--- src/rtl/pll_reseq_pkg.sv ---
package pll_reseq_pkg;

    typedef enum logic [1:0] {
        MODE_SLOW   = 2'd0,
        MODE_NORMAL = 2'd1,
        MODE_DEEP   = 2'd2
    } clk_mode_e;

    localparam int FB_W    = 12;
    localparam int REF_W   = 6;
    localparam int PDIV_W  = 3;
    localparam int FRAC_W  = 24;
    localparam int CTL_W   = 16;
    localparam int CTL2_W  = 32;
    localparam int KEEP_W  = CTL2_W - FRAC_W;

    localparam int C0_PDIV1_LSB = 12;
    localparam int C1_PD_BIT    = 13;
    localparam int C1_INT_BIT   = 12;
    localparam int C1_PDIV2_LSB = 6;

    typedef struct packed {
        logic [PDIV_W-1:0] pdiv1;
        logic [PDIV_W-1:0] pdiv2;
        logic [REF_W-1:0]  refdiv;
        logic [FB_W-1:0]   fbdiv;
        logic              int_mode;
        logic [FRAC_W-1:0] frac;
    } pll_cfg_t;

    typedef enum logic [2:0] {
        SQ_IDLE,
        SQ_BYPASS,
        SQ_PWRDN,
        SQ_LOAD,
        SQ_PWRUP,
        SQ_LOCKWAIT,
        SQ_RESUME
    } seq_state_e;

endpackage

--- src/rtl/pll_reseq_range.sv ---
module pll_reseq_range #(
    parameter int MHZ_W        = 11,
    parameter int FOUT_MIN_MHZ = 24,
    parameter int FOUT_MAX_MHZ = 1600
) (
    input  logic [MHZ_W-1:0] tgt_mhz,
    output logic             in_range
);
    always_comb begin
        in_range = (int'(tgt_mhz) >= FOUT_MIN_MHZ) && (int'(tgt_mhz) <= FOUT_MAX_MHZ);
    end
endmodule

--- src/rtl/pll_reseq_lockwait.sv ---
module pll_reseq_lockwait #(
    parameter int POLL_CYC = 24,
    parameter int POLL_MAX = 2400
) (
    input  logic clk,
    input  logic rst_n,
    input  logic wait_en,
    input  logic lock,
    output logic lock_seen,
    output logic expired
);
    localparam int INTV_W = (POLL_CYC > 1) ? $clog2(POLL_CYC) : 1;
    localparam int POLL_W = $clog2(POLL_MAX + 1);
    localparam logic [INTV_W-1:0] INTV_LAST = INTV_W'(POLL_CYC - 1);
    localparam logic [POLL_W-1:0] POLL_LAST = POLL_W'(POLL_MAX - 1);

    typedef struct packed {
        logic [INTV_W-1:0] intv;
        logic [POLL_W-1:0] polls;
    } lw_t;

    lw_t lw_q, lw_d;
    logic sample_now;

    always_comb begin
        sample_now = wait_en && (lw_q.intv == '0);
        lock_seen  = sample_now && lock;
        expired    = sample_now && !lock && (lw_q.polls == POLL_LAST);
        lw_d       = lw_q;
        if (!wait_en) begin
            lw_d = '0;
        end else begin
            lw_d.intv = (lw_q.intv == INTV_LAST) ? '0 : lw_q.intv + INTV_W'(1);
            if (sample_now && !lock && (lw_q.polls != POLL_LAST)) begin
                lw_d.polls = lw_q.polls + POLL_W'(1);
            end
        end
    end

    always_ff @(posedge clk or negedge rst_n) begin
        if (!rst_n) begin
            lw_q <= '0;
        end else begin
            lw_q <= lw_d;
        end
    end

    // the sample count never passes the budget
    a_r5_poll_cap: assert property (@(posedge clk) disable iff (!rst_n)
        lw_q.polls < POLL_W'(POLL_MAX));

    // leaving the wait restarts the interval and sample count
    a_r5_wait_restart: assert property (@(posedge clk) disable iff (!rst_n)
        $fell(wait_en) |=> (lw_q.polls == '0 && lw_q.intv == '0));

endmodule

--- src/rtl/pll_reseq_fsm.sv ---
module pll_reseq_fsm
    import pll_reseq_pkg::*;
#(
    parameter logic [KEEP_W-1:0] CTL2_KEEP = '0
) (
    input  logic              clk,
    input  logic              rst_n,
    input  logic              start,
    input  logic              range_ok,
    input  pll_cfg_t          cfg_in,
    input  logic              lock_seen,
    input  logic              expired,
    output logic              wait_en,
    output logic              busy,
    output logic [1:0]        mode,
    output logic [CTL_W-1:0]  ctl0,
    output logic [CTL_W-1:0]  ctl1,
    output logic [CTL2_W-1:0] ctl2,
    output logic              done,
    output logic              tout,
    output logic              rej
);
    typedef struct packed {
        seq_state_e        state;
        pll_cfg_t          cfg;
        clk_mode_e         mode;
        logic [CTL_W-1:0]  ctl0;
        logic [CTL_W-1:0]  ctl1;
        logic [CTL2_W-1:0] ctl2;
        logic              done;
        logic              tout;
        logic              rej;
    } seq_t;

    seq_t sq_q, sq_d;

    always_comb begin
        sq_d      = sq_q;
        sq_d.done = 1'b0;
        sq_d.tout = 1'b0;
        sq_d.rej  = 1'b0;
        case (sq_q.state)
            SQ_IDLE: begin
                if (start) begin
                    if (range_ok) begin
                        sq_d.cfg   = cfg_in;
                        sq_d.state = SQ_BYPASS;
                    end else begin
                        sq_d.rej = 1'b1;
                    end
                end
            end
            SQ_BYPASS: begin
                sq_d.mode  = MODE_SLOW;
                sq_d.state = SQ_PWRDN;
            end
            SQ_PWRDN: begin
                sq_d.ctl1[C1_PD_BIT] = 1'b1;
                sq_d.state           = SQ_LOAD;
            end
            SQ_LOAD: begin
                sq_d.ctl0                              = '0;
                sq_d.ctl0[FB_W-1:0]                    = sq_q.cfg.fbdiv;
                sq_d.ctl0[C0_PDIV1_LSB +: PDIV_W]      = sq_q.cfg.pdiv1;
                sq_d.ctl1[C1_INT_BIT]                  = sq_q.cfg.int_mode;
                sq_d.ctl1[C1_PDIV2_LSB +: PDIV_W]      = sq_q.cfg.pdiv2;
                sq_d.ctl1[REF_W-1:0]                   = sq_q.cfg.refdiv;
                if (sq_q.cfg.frac != '0) begin
                    sq_d.ctl2[FRAC_W-1:0] = sq_q.cfg.frac;
                end
                sq_d.state = SQ_PWRUP;
            end
            SQ_PWRUP: begin
                sq_d.ctl1[C1_PD_BIT] = 1'b0;
                sq_d.state           = SQ_LOCKWAIT;
            end
            SQ_LOCKWAIT: begin
                if (lock_seen) begin
                    sq_d.state = SQ_RESUME;
                end else if (expired) begin
                    sq_d.tout  = 1'b1;
                    sq_d.state = SQ_IDLE;
                end
            end
            SQ_RESUME: begin
                sq_d.mode  = MODE_NORMAL;
                sq_d.done  = 1'b1;
                sq_d.state = SQ_IDLE;
            end
            default: sq_d.state = SQ_IDLE;
        endcase
    end

    always_ff @(posedge clk or negedge rst_n) begin
        if (!rst_n) begin
            sq_q                 <= '0;
            sq_q.state           <= SQ_IDLE;
            sq_q.mode            <= MODE_SLOW;
            sq_q.ctl1[C1_PD_BIT] <= 1'b1;
            sq_q.ctl2            <= {CTL2_KEEP, {FRAC_W{1'b0}}};
        end else begin
            sq_q <= sq_d;
        end
    end

    always_comb begin
        wait_en = (sq_q.state == SQ_LOCKWAIT);
        busy    = (sq_q.state != SQ_IDLE);
        mode    = sq_q.mode;
        ctl0    = sq_q.ctl0;
        ctl1    = sq_q.ctl1;
        ctl2    = sq_q.ctl2;
        done    = sq_q.done;
        tout    = sq_q.tout;
        rej     = sq_q.rej;
    end

    // dividers are written only while bypassed and powered down
    a_r2_load_when_safe: assert property (@(posedge clk) disable iff (!rst_n)
        (sq_q.state == SQ_LOAD) |-> (sq_q.mode == MODE_SLOW && sq_q.ctl1[C1_PD_BIT]));

    // control word 0 changes only while the PLL is held down
    a_r2_ctl0_while_down: assert property (@(posedge clk) disable iff (!rst_n)
        (sq_q.ctl0 != $past(sq_q.ctl0)) |-> ($past(sq_q.ctl1[C1_PD_BIT]) && sq_q.ctl1[C1_PD_BIT]));

    // the PLL output is selected only together with done
    a_r2_normal_with_done: assert property (@(posedge clk) disable iff (!rst_n)
        (sq_q.mode == MODE_NORMAL && $past(sq_q.mode) != MODE_NORMAL) |-> sq_q.done);

    // the upper bits of control word 2 are preserved
    a_r4_keep_upper: assert property (@(posedge clk) disable iff (!rst_n)
        sq_q.ctl2[CTL2_W-1:FRAC_W] == CTL2_KEEP);

    // a timeout leaves the clock on bypass and ends the sequence
    a_r6_tout_bypass: assert property (@(posedge clk) disable iff (!rst_n)
        sq_q.tout |-> (sq_q.mode == MODE_SLOW && !busy));

    // a rejected request touches nothing
    a_r7_reject_quiet: assert property (@(posedge clk) disable iff (!rst_n)
        sq_q.rej |-> ($stable(sq_q.ctl0) && $stable(sq_q.ctl1) && $stable(sq_q.ctl2) && $stable(sq_q.mode)));

    // result pulses are exclusive
    a_r8_one_result: assert property (@(posedge clk) disable iff (!rst_n)
        $countones({sq_q.done, sq_q.tout, sq_q.rej}) <= 1);

endmodule

--- src/rtl/pll_reseq.sv ---
module pll_reseq
    import pll_reseq_pkg::*;
#(
    parameter int                MHZ_W        = 11,
    parameter int                FOUT_MIN_MHZ = 24,
    parameter int                FOUT_MAX_MHZ = 1600,
    parameter int                POLL_CYC     = 24,
    parameter int                POLL_MAX     = 2400,
    parameter logic [KEEP_W-1:0] CTL2_KEEP    = '0
) (
    input  logic              clk,
    input  logic              rst_n,
    input  logic              start,
    input  logic [MHZ_W-1:0]  tgt_mhz,
    input  logic [PDIV_W-1:0] pdiv1,
    input  logic [PDIV_W-1:0] pdiv2,
    input  logic [REF_W-1:0]  refdiv,
    input  logic [FB_W-1:0]   fbdiv,
    input  logic              int_mode,
    input  logic [FRAC_W-1:0] frac,
    input  logic              pll_lock,
    output logic [1:0]        clk_mode,
    output logic [CTL_W-1:0]  pll_ctl0,
    output logic [CTL_W-1:0]  pll_ctl1,
    output logic [CTL2_W-1:0] pll_ctl2,
    output logic              busy,
    output logic              done,
    output logic              timeout,
    output logic              reject
);
    pll_cfg_t req_cfg;
    logic     range_ok;
    logic     wait_en;
    logic     lock_seen;
    logic     expired;

    always_comb begin
        req_cfg.pdiv1    = pdiv1;
        req_cfg.pdiv2    = pdiv2;
        req_cfg.refdiv   = refdiv;
        req_cfg.fbdiv    = fbdiv;
        req_cfg.int_mode = int_mode;
        req_cfg.frac     = frac;
    end

    pll_reseq_range #(
        .MHZ_W        (MHZ_W),
        .FOUT_MIN_MHZ (FOUT_MIN_MHZ),
        .FOUT_MAX_MHZ (FOUT_MAX_MHZ)
    ) u_range (
        .tgt_mhz  (tgt_mhz),
        .in_range (range_ok)
    );

    pll_reseq_lockwait #(
        .POLL_CYC (POLL_CYC),
        .POLL_MAX (POLL_MAX)
    ) u_lockwait (
        .clk       (clk),
        .rst_n     (rst_n),
        .wait_en   (wait_en),
        .lock      (pll_lock),
        .lock_seen (lock_seen),
        .expired   (expired)
    );

    pll_reseq_fsm #(
        .CTL2_KEEP (CTL2_KEEP)
    ) u_fsm (
        .clk       (clk),
        .rst_n     (rst_n),
        .start     (start),
        .range_ok  (range_ok),
        .cfg_in    (req_cfg),
        .lock_seen (lock_seen),
        .expired   (expired),
        .wait_en   (wait_en),
        .busy      (busy),
        .mode      (clk_mode),
        .ctl0      (pll_ctl0),
        .ctl1      (pll_ctl1),
        .ctl2      (pll_ctl2),
        .done      (done),
        .tout      (timeout),
        .rej       (reject)
    );

endmodule

--- config.mk ---
export PLATFORM = sky130hd
export DESIGN_NAME = pll_reseq
export DESIGN_NICKNAME = d
export VERILOG_FILES = /design/src/rtl/pll_reseq_pkg.sv /design/src/rtl/pll_reseq_range.sv /design/src/rtl/pll_reseq_lockwait.sv /design/src/rtl/pll_reseq_fsm.sv /design/src/rtl/pll_reseq.sv
export SDC_FILE = /design/constraint.sdc
export NUM_CORES = 1
export LEC_CHECK = 0
export ABC_CLOCK_PERIOD_IN_PS = 2100
export BUFFER_PORTS_ARGS = -buffer_cell sky130_fd_sc_hd__buf_2
export CAP_MARGIN = 30
export CORE_ASPECT_RATIO = 0.5
export CORE_MARGIN = 2
export CORE_UTILIZATION = 30
export CTS_CLUSTER_SIZE = 24
export DETAILED_ROUTE_END_ITERATION = 6
export GPL_TIMING_DRIVEN = 0
export PLACE_DENSITY = 0.58
export SLEW_MARGIN = 20
export SYNTH_ARGS = -nofsm -noshare
export SYNTH_HDL_FRONTEND = slang
export SYNTH_HIERARCHICAL = 1
export SYNTH_SLANG_ARGS = --single-unit
--- constraint.sdc ---
create_clock -name clk -period 2.1 [get_ports clk]
set_clock_uncertainty 0.2 [all_clocks]
set_input_delay 0.21 -clock clk [delete_from_list [all_inputs] [get_ports clk]]
set_output_delay 0.21 -clock clk [all_outputs]
set_load 0.005 [all_outputs]
==> flow_summary.json, run 1 <==
{
  "wl_per_cell_um": 14.8,
  "wl_met1_mm": 7.29,
  "drt_iter0_markers": 164,
  "rows": 36,
  "dr_wl_met3_um": 526,
  "start_util": 0.311,
  "final_cell_mix": "buf_2, nand2_1, dfrtp_1",
  "cp_slowest_cell": "or4_1",
  "layout_min_cycle_time_ns": 2.11,
  "finalCritPeriodShare": 1.01,
  "place_area_mm2": 0.00716,
  "grt_max_degree": 69,
  "yosys_register_bits": 123,
  "cap_violations": 0,
  "fin_tns_setup_ns": -0.0147,
  "rsz0062_at_grt": "yes",
  "power_mw": 11.2,
  "detail-route-antenna-nets": 0,
  "vias": 4639,
  "diodes": 0,
  "drc": 0,
  "clkLatencyLatePin_ns": 0.42,
  "min_path_type": "primary input to flop",
  "wirelength_mm": 15.4,
  "switching_share": 0.305,
  "required_ns": 2.25,
  "outcome": "finished, violations left",
  "area_growth_pct": 37.8,
  "powerDensity_mw_per_mm2": 1330,
  "ir_worst_vdd_v": 0.000551,
  "antenna_found_initial": 0,
  "max_freq_mhz": 473,
  "top_layer_used": "met4",
  "gp_congestion": 0.798,
  "ys_warn_count": 6,
  "critPathKind": "flop to flop",
  "die_width_um": 206,
  "fin_util": 0.428,
  "syn_area_mm2": 0.00614,
  "p_clk_frac": 0.295,
  "core_area_mm2": 0.0198,
  "port_buffers": 118,
  "relSlewSlack": 0.579,
  "design_area_mm2": 0.00847,
  "die_h_um": 105,
  "violations": "setup timing",
  "syn_avg_cell_area_um2": 11.1,
  "dieArea_mm2": 0.0217,
  "grt.total_usage": 0.145,
  "first_pass_iters": 6,
  "worst-path-buf-inv": 1,
  "end_kind": "flop",
  "dr_wl_met2_mm": 7.48,
  "drv_slew": 0,
  "overflow": 0,
  "synthDistinctLibCells": 54,
  "grt_pass1_vias": 4694,
  "numCtsBuffers": 17,
  "pwr-share-seq": 0.363,
  "synth_flop_cell": "dfrtp_1",
  "grt_pass1_wl_mm": 24.4,
  "yosysSeqAreaShare": 0.501,
  "cts_sinks": 123,
  "share_comb_of_total_power": 0.342,
  "path_clk_slew_ns": 0.07,
  "cpPeakStageDelay_ns": 0.52,
  "synth_edf_count": 0,
  "cp_max_fo": 7,
  "nets": 830,
  "place_hpwl_mm": 10.0,
  "synthCells": 552,
  "fin_ws_ns": -0.0147,
  "switchingPower_mw": 3.43,
  "worst_slew_pin_slew_ns": 0.627,
  "htree_levels": 4,
  "viasPerCell": 4.45,
  "tritoncts": "done",
  "critical_path.top_delay_family": "simple AND/OR/NAND/NOR gates",
  "mostFrequentLayoutCell": "buf_2",
  "cts_root_buffer": "clkbuf_16",
  "ys_async_sr_fraction": 1.00,
  "cp-start-kind": "flop",
  "hold_slack_ns": 0.0323,
  "final_layout_size_suffix_gt1_frac": 0.427,
  "cts_max_path_buffers": 2,
  "path_cells": "ha_1 -> and4_1 -> and4_4 -> buf_6 -> or4_1 -> a21oi_2",
  "timing_hold_violations_final": 0,
  "setup_violations": 1,
  "p_int_mw": 7.81,
  "ios": 134,
  "power_leakage_nw": 4.21,
  "critPathArrivalTime_ns": 2.26
}
what timing repair did:
item | in CTS | in global routing
pin swaps | 1 | 12
resized for setup | 11 | 11
buffers inserted | 4 | 4
cloned | 0 | 1
hold buffers | 51 | 0
endpoints found under the hold margin | 169 | 0
endpoints found under the setup margin | 15 | 31
logic make-up after synthesis:
logic type	Yosys count	synth area share
AND/OR/NAND/NOR	210	0.169
AO/OA/AOI/OAI	53	0.0689
flip-flops	123	0.501
other	1	0.000611
XOR/XNOR	2	0.00285
multiplexers	61	0.139
adder cells (fa/ha/maj)	3	0.00611
buffers and inverters	99	0.111
state kept, by name, summed over array words and instances, names as in the netlist:
register	count
u_fsm/ctl2	24
u_fsm/mode	1
u_fsm/rej	1
u_lockwait/lw_q	17
u_fsm/tout	1
u_fsm/ctl1	11
u_fsm/sq_q	52
u_fsm/ctl0	15
u_fsm/done	1
final timing paths:
path,from,to,slack (ns),cells past startpoint
worst max register to register,u_lockwait/lw_q[0],u_lockwait/lw_q[3],-0.01,6
min in group asynchronous,rst_n,u_fsm/ctl1[6],0.11,2
worst min register to register,u_fsm/sq_q[97],u_fsm/ctl0[3],0.26,2
worst min-delay path,tgt_mhz[10],u_fsm/rej,0.03,4
max in group asynchronous,rst_n,u_fsm/ctl1[13],0.86,3
worst max-delay path,u_lockwait/lw_q[0],u_lockwait/lw_q[3],-0.01,6
power by group through the flow:
stage	Clock [mW]	Combinational, mW	Sequential (mW)
after floorplan	0	2.70	3.91
after global placement	0	3.62	4.10
after CTS	3.38	3.86	4.08
final	3.31	3.84	4.08
after global routing	3.49	4.21	4.22
after detailed placement	0	3.69	4.13
synthesized netlist by cell type (2+ instances only):
cell type,count,share of area
dfrtp_1,122,0.50
nand2_1,122,0.075
buf_4,68,0.083
mux2_4,49,0.12
nand3_1,32,0.026
mux2i_1,12,0.020
o211ai_2,12,0.024
nor2_1,11,0.0067
buf_2,10,0.0081
o21ai_0,9,0.0073
inv_1,8,0.0049
o21ai_1,8,0.0065
clkbuf_1,7,0.0043
buf_6,6,0.011
nor4_1,6,0.0061
a21oi_1,5,0.0041
nand4_1,5,0.0051
o211ai_1,5,0.0061
and3b_1,3,0.0043
ha_1,3,0.0061
nand3b_1,3,0.0037
nand4b_1,3,0.0043
nor3_1,3,0.0024
o31ai_1,3,0.0037
or4_1,3,0.0037
and2_1,2,0.0020
and3_1,2,0.0020
nand3_2,2,0.0033
nor2b_1,2,0.0020
o41ai_1,2,0.0029
final cells by class:
class                   instances  area, µm²
flip-flops and latches        123       3080
plain buffers                  90        658
fillers                      1926      11300
inverters                       8       30.0
well taps                     266        333
clock buffers                  19        443
clock inverters                13        215
repair buffers                179       1200
multi-input cells             344       2500
metal layers:
| layer | track usage | vias up |
|---|---|---|
| met2 | 0.239 | 77 |
| met3 | 0.0346 | 9 |
| met5 | 0 | - |
| met4 | 0.0367 | 0 |
| met1 | 0.192 | 2307 |
| li1 | - | 2246 |
stage by stage:
stage                     setup WS [ns]  cells
final                           -0.0147   1042
after global routing            -0.0818   1042
after CTS                       -0.0120   1037
after detailed placement         -0.362    951
after global placement            -1.39    950
after floorplan                 0.00531    566
worst reg2reg max path, delay by kind of cell (launching register included):
family / cells / cell delay, ns
compound gates: 1 / 0.13
fa+ha+maj: 1 / 0.24
buf+inv: 1 / 0.13
flops: 1 / 0.41
simple gates: 3 / 0.95
Note: power is estimated with default switching activity, not from simulation.
==> run 2: changes to the inputs <==
--- a/config.mk
+++ b/config.mk
@@ -5,12 +5,13 @@
 export SDC_FILE = /design/constraint.sdc
 export NUM_CORES = 1
 export LEC_CHECK = 0
-export ABC_CLOCK_PERIOD_IN_PS = 2100
+export ABC_CLOCK_PERIOD_IN_PS = 1900
 export BUFFER_PORTS_ARGS = -buffer_cell sky130_fd_sc_hd__buf_2
 export CAP_MARGIN = 30
 export CORE_ASPECT_RATIO = 0.5
 export CORE_MARGIN = 2
 export CORE_UTILIZATION = 30
+export CTS_CLUSTER_DIAMETER = 50
 export CTS_CLUSTER_SIZE = 24
 export DETAILED_ROUTE_END_ITERATION = 6
 export GPL_TIMING_DRIVEN = 0
==> constraint.sdc (replaced) <==
create_clock -name clk -period 1.9 [get_ports clk]
set_clock_uncertainty 0.2 [all_clocks]
set_input_delay 0.19 -clock clk [delete_from_list [all_inputs] [get_ports clk]]
set_output_delay 0.19 -clock clk [all_outputs]
set_load 0.005 [all_outputs]
==> flow_summary.json, run 2 (synthesized netlist as in run 1, its figures left out) <==
{
  "die_h_um": 105,
  "fillers": 1885,
  "worst_slew_pin_slew_ns": 0.501,
  "nets": 838,
  "fin_ws_ns": -0.107,
  "pre_cts_ws_ns": -0.257,
  "reg_top3": "u_fsm/sq_q (52), u_fsm/ctl2 (24), u_lockwait/lw_q (17)",
  "design_area_mm2": 0.00863,
  "place_area_mm2": 0.00725,
  "critPathArrivalTime_ns": 2.14,
  "wl_per_cell_um": 14.6,
  "min_path_type": "primary input to flop",
  "fin_cells": 1050,
  "diodes": 0,
  "drt_iter0_markers": 190,
  "cts_max_path_buffers": 2,
  "first_pass_iters": 5,
  "cap_violations": 0,
  "powerDensity_mw_per_mm2": 1400,
  "place_hpwl_mm": 9.99,
  "setup_violations": 13,
  "overflow": 0,
  "grt_pass1_vias": 4934,
  "wirelength_mm": 15.3,
  "cts_sinks": 123,
  "grt.total_usage": 0.146,
  "relSlewSlack": 0.666,
  "final_cell_mix": "buf_2, nand2_1, dfrtp_1",
  "die_width_um": 206,
  "critPathKind": "flop to flop",
  "multi_input_area_mm2": 0.00259,
  "drc": 0,
  "power_mw": 12.1,
  "required_ns": 2.03,
  "fin_util": 0.437,
  "grt_max_degree": 82,
  "dp.cells": 951,
  "drv_slew": 0,
  "seq_area_mm2": 0.00308,
  "cp-start-kind": "flop",
  "area_growth_pct": 40.6,
  "tritoncts": "done",
  "antenna_found_initial": 0,
  "finalCritPeriodShare": 1.06,
  "port_buffers": 118,
  "htree_levels": 4,
  "rows": 36,
  "grt_pass1_wl_mm": 24.8,
  "gp_congestion": 0.787,
  "clkLatencyLatePin_ns": 0.41,
  "ios": 134,
  "power_leakage_nw": 4.27,
  "viasPerCell": 4.46,
  "timing_hold_violations_final": 0,
  "final_layout_size_suffix_gt1_frac": 0.450,
  "numCtsBuffers": 17,
  "ir_worst_vdd_v": 0.000641,
  "mostFrequentLayoutCell": "buf_2",
  "layout_min_cycle_time_ns": 2.01,
  "violations": "setup timing",
  "largest_reg_flops": 52,
  "end_kind": "flop",
  "top_register": "u_fsm/sq_q",
  "detail-route-antenna-nets": 0,
  "core_area_mm2": 0.0198,
  "cts_root_buffer": "clkbuf_16",
  "start_util": 0.311,
  "outcome": "finished, violations left",
  "max_freq_mhz": 498,
  "path_clk_slew_ns": 0.06,
  "dieArea_mm2": 0.0217,
  "vias": 4687,
  "rsz0062_at_grt": "yes",
  "cp_max_fo": 7
}
## run 2: cell types whose count changed in the layout (fill, tap and decap cells not counted), moves of 3 or more
cell,before,now
buf_12,0,5
buf_4,76,80
buf_6,7,4
bufinv_16,5,1
clkbuf_1,6,3
clkinv_2,0,4
## run 2: path summary, 6_finish.rpt
kind | from | endpoint | slack, ns | cells past startpoint
setup / recovery | u_lockwait/lw_q[0] | u_lockwait/lw_q[3] | -0.11 | 6
hold / removal | pll_lock | u_fsm/sq_q[119] | 0.03 | 4
setup reg to reg | u_lockwait/lw_q[0] | u_lockwait/lw_q[3] | -0.11 | 6
hold reg to reg | u_fsm/sq_q[109] | u_fsm/ctl1[3] | 0.27 | 2
max in group asynchronous | rst_n | u_fsm/sq_q[120] | 0.74 | 3
min in group asynchronous | rst_n | u_fsm/sq_q[112] | 0.05 | 2
## run 2: through the flow
stage                     hold slack (ns)  setup TNS (ns)
after global routing               0.0629           -1.76
after global placement              0.222         -168.22
after detailed placement          -0.0964          -15.17
after floorplan                    -0.306           -1.58
after CTS                          0.0152          -0.556
final                              0.0313          -0.633
## run 2: cell type report
class	instances	area share
Sequential cell	123	0.357
Multi-Input combinational cell	344	0.301
Timing Repair Buffer	186	0.152
Buffer	91	0.0830
Clock buffer	18	0.0509
Tap cell	266	0.0385
Clock inverter	14	0.0142
Inverter	8	0.00348
## run 2: critical path, stage by stage (launching register included)
cell and delay (ns):
dfrtp_2 0.42, ha_2 0.21, and4_4 0.17, and4_4 0.17, buf_6 0.14, or4_1 0.46, a21oi_1 0.16
## run 2: per-layer routing
layer	routed length, µm	up-vias	part of all wire	global-route usage
li1	-	2268	-	-
met2	7610	69	0.50	0.247
met4	179	0	0.012	0.0500
met3	478	16	0.031	0.0309
met5	0	-	0	0
met1	7030	2334	0.46	0.185
## run 2: repair_timing
action,in CTS,in global routing
buffers inserted,9,5
endpoints found under the setup margin,35,77
endpoints found under the hold margin,173,0
pin swaps,12,7
resized for setup,12,27
hold buffers,51,0
gates cloned,1,2
## run 2: where the power goes
| part | switching (mW) | internal (mW) |
|---|---|---|
| Sequential | 0.818 | 3.71 |
| Clock | 1.27 | 1.83 |
| Combinational | 1.74 | 2.69 |
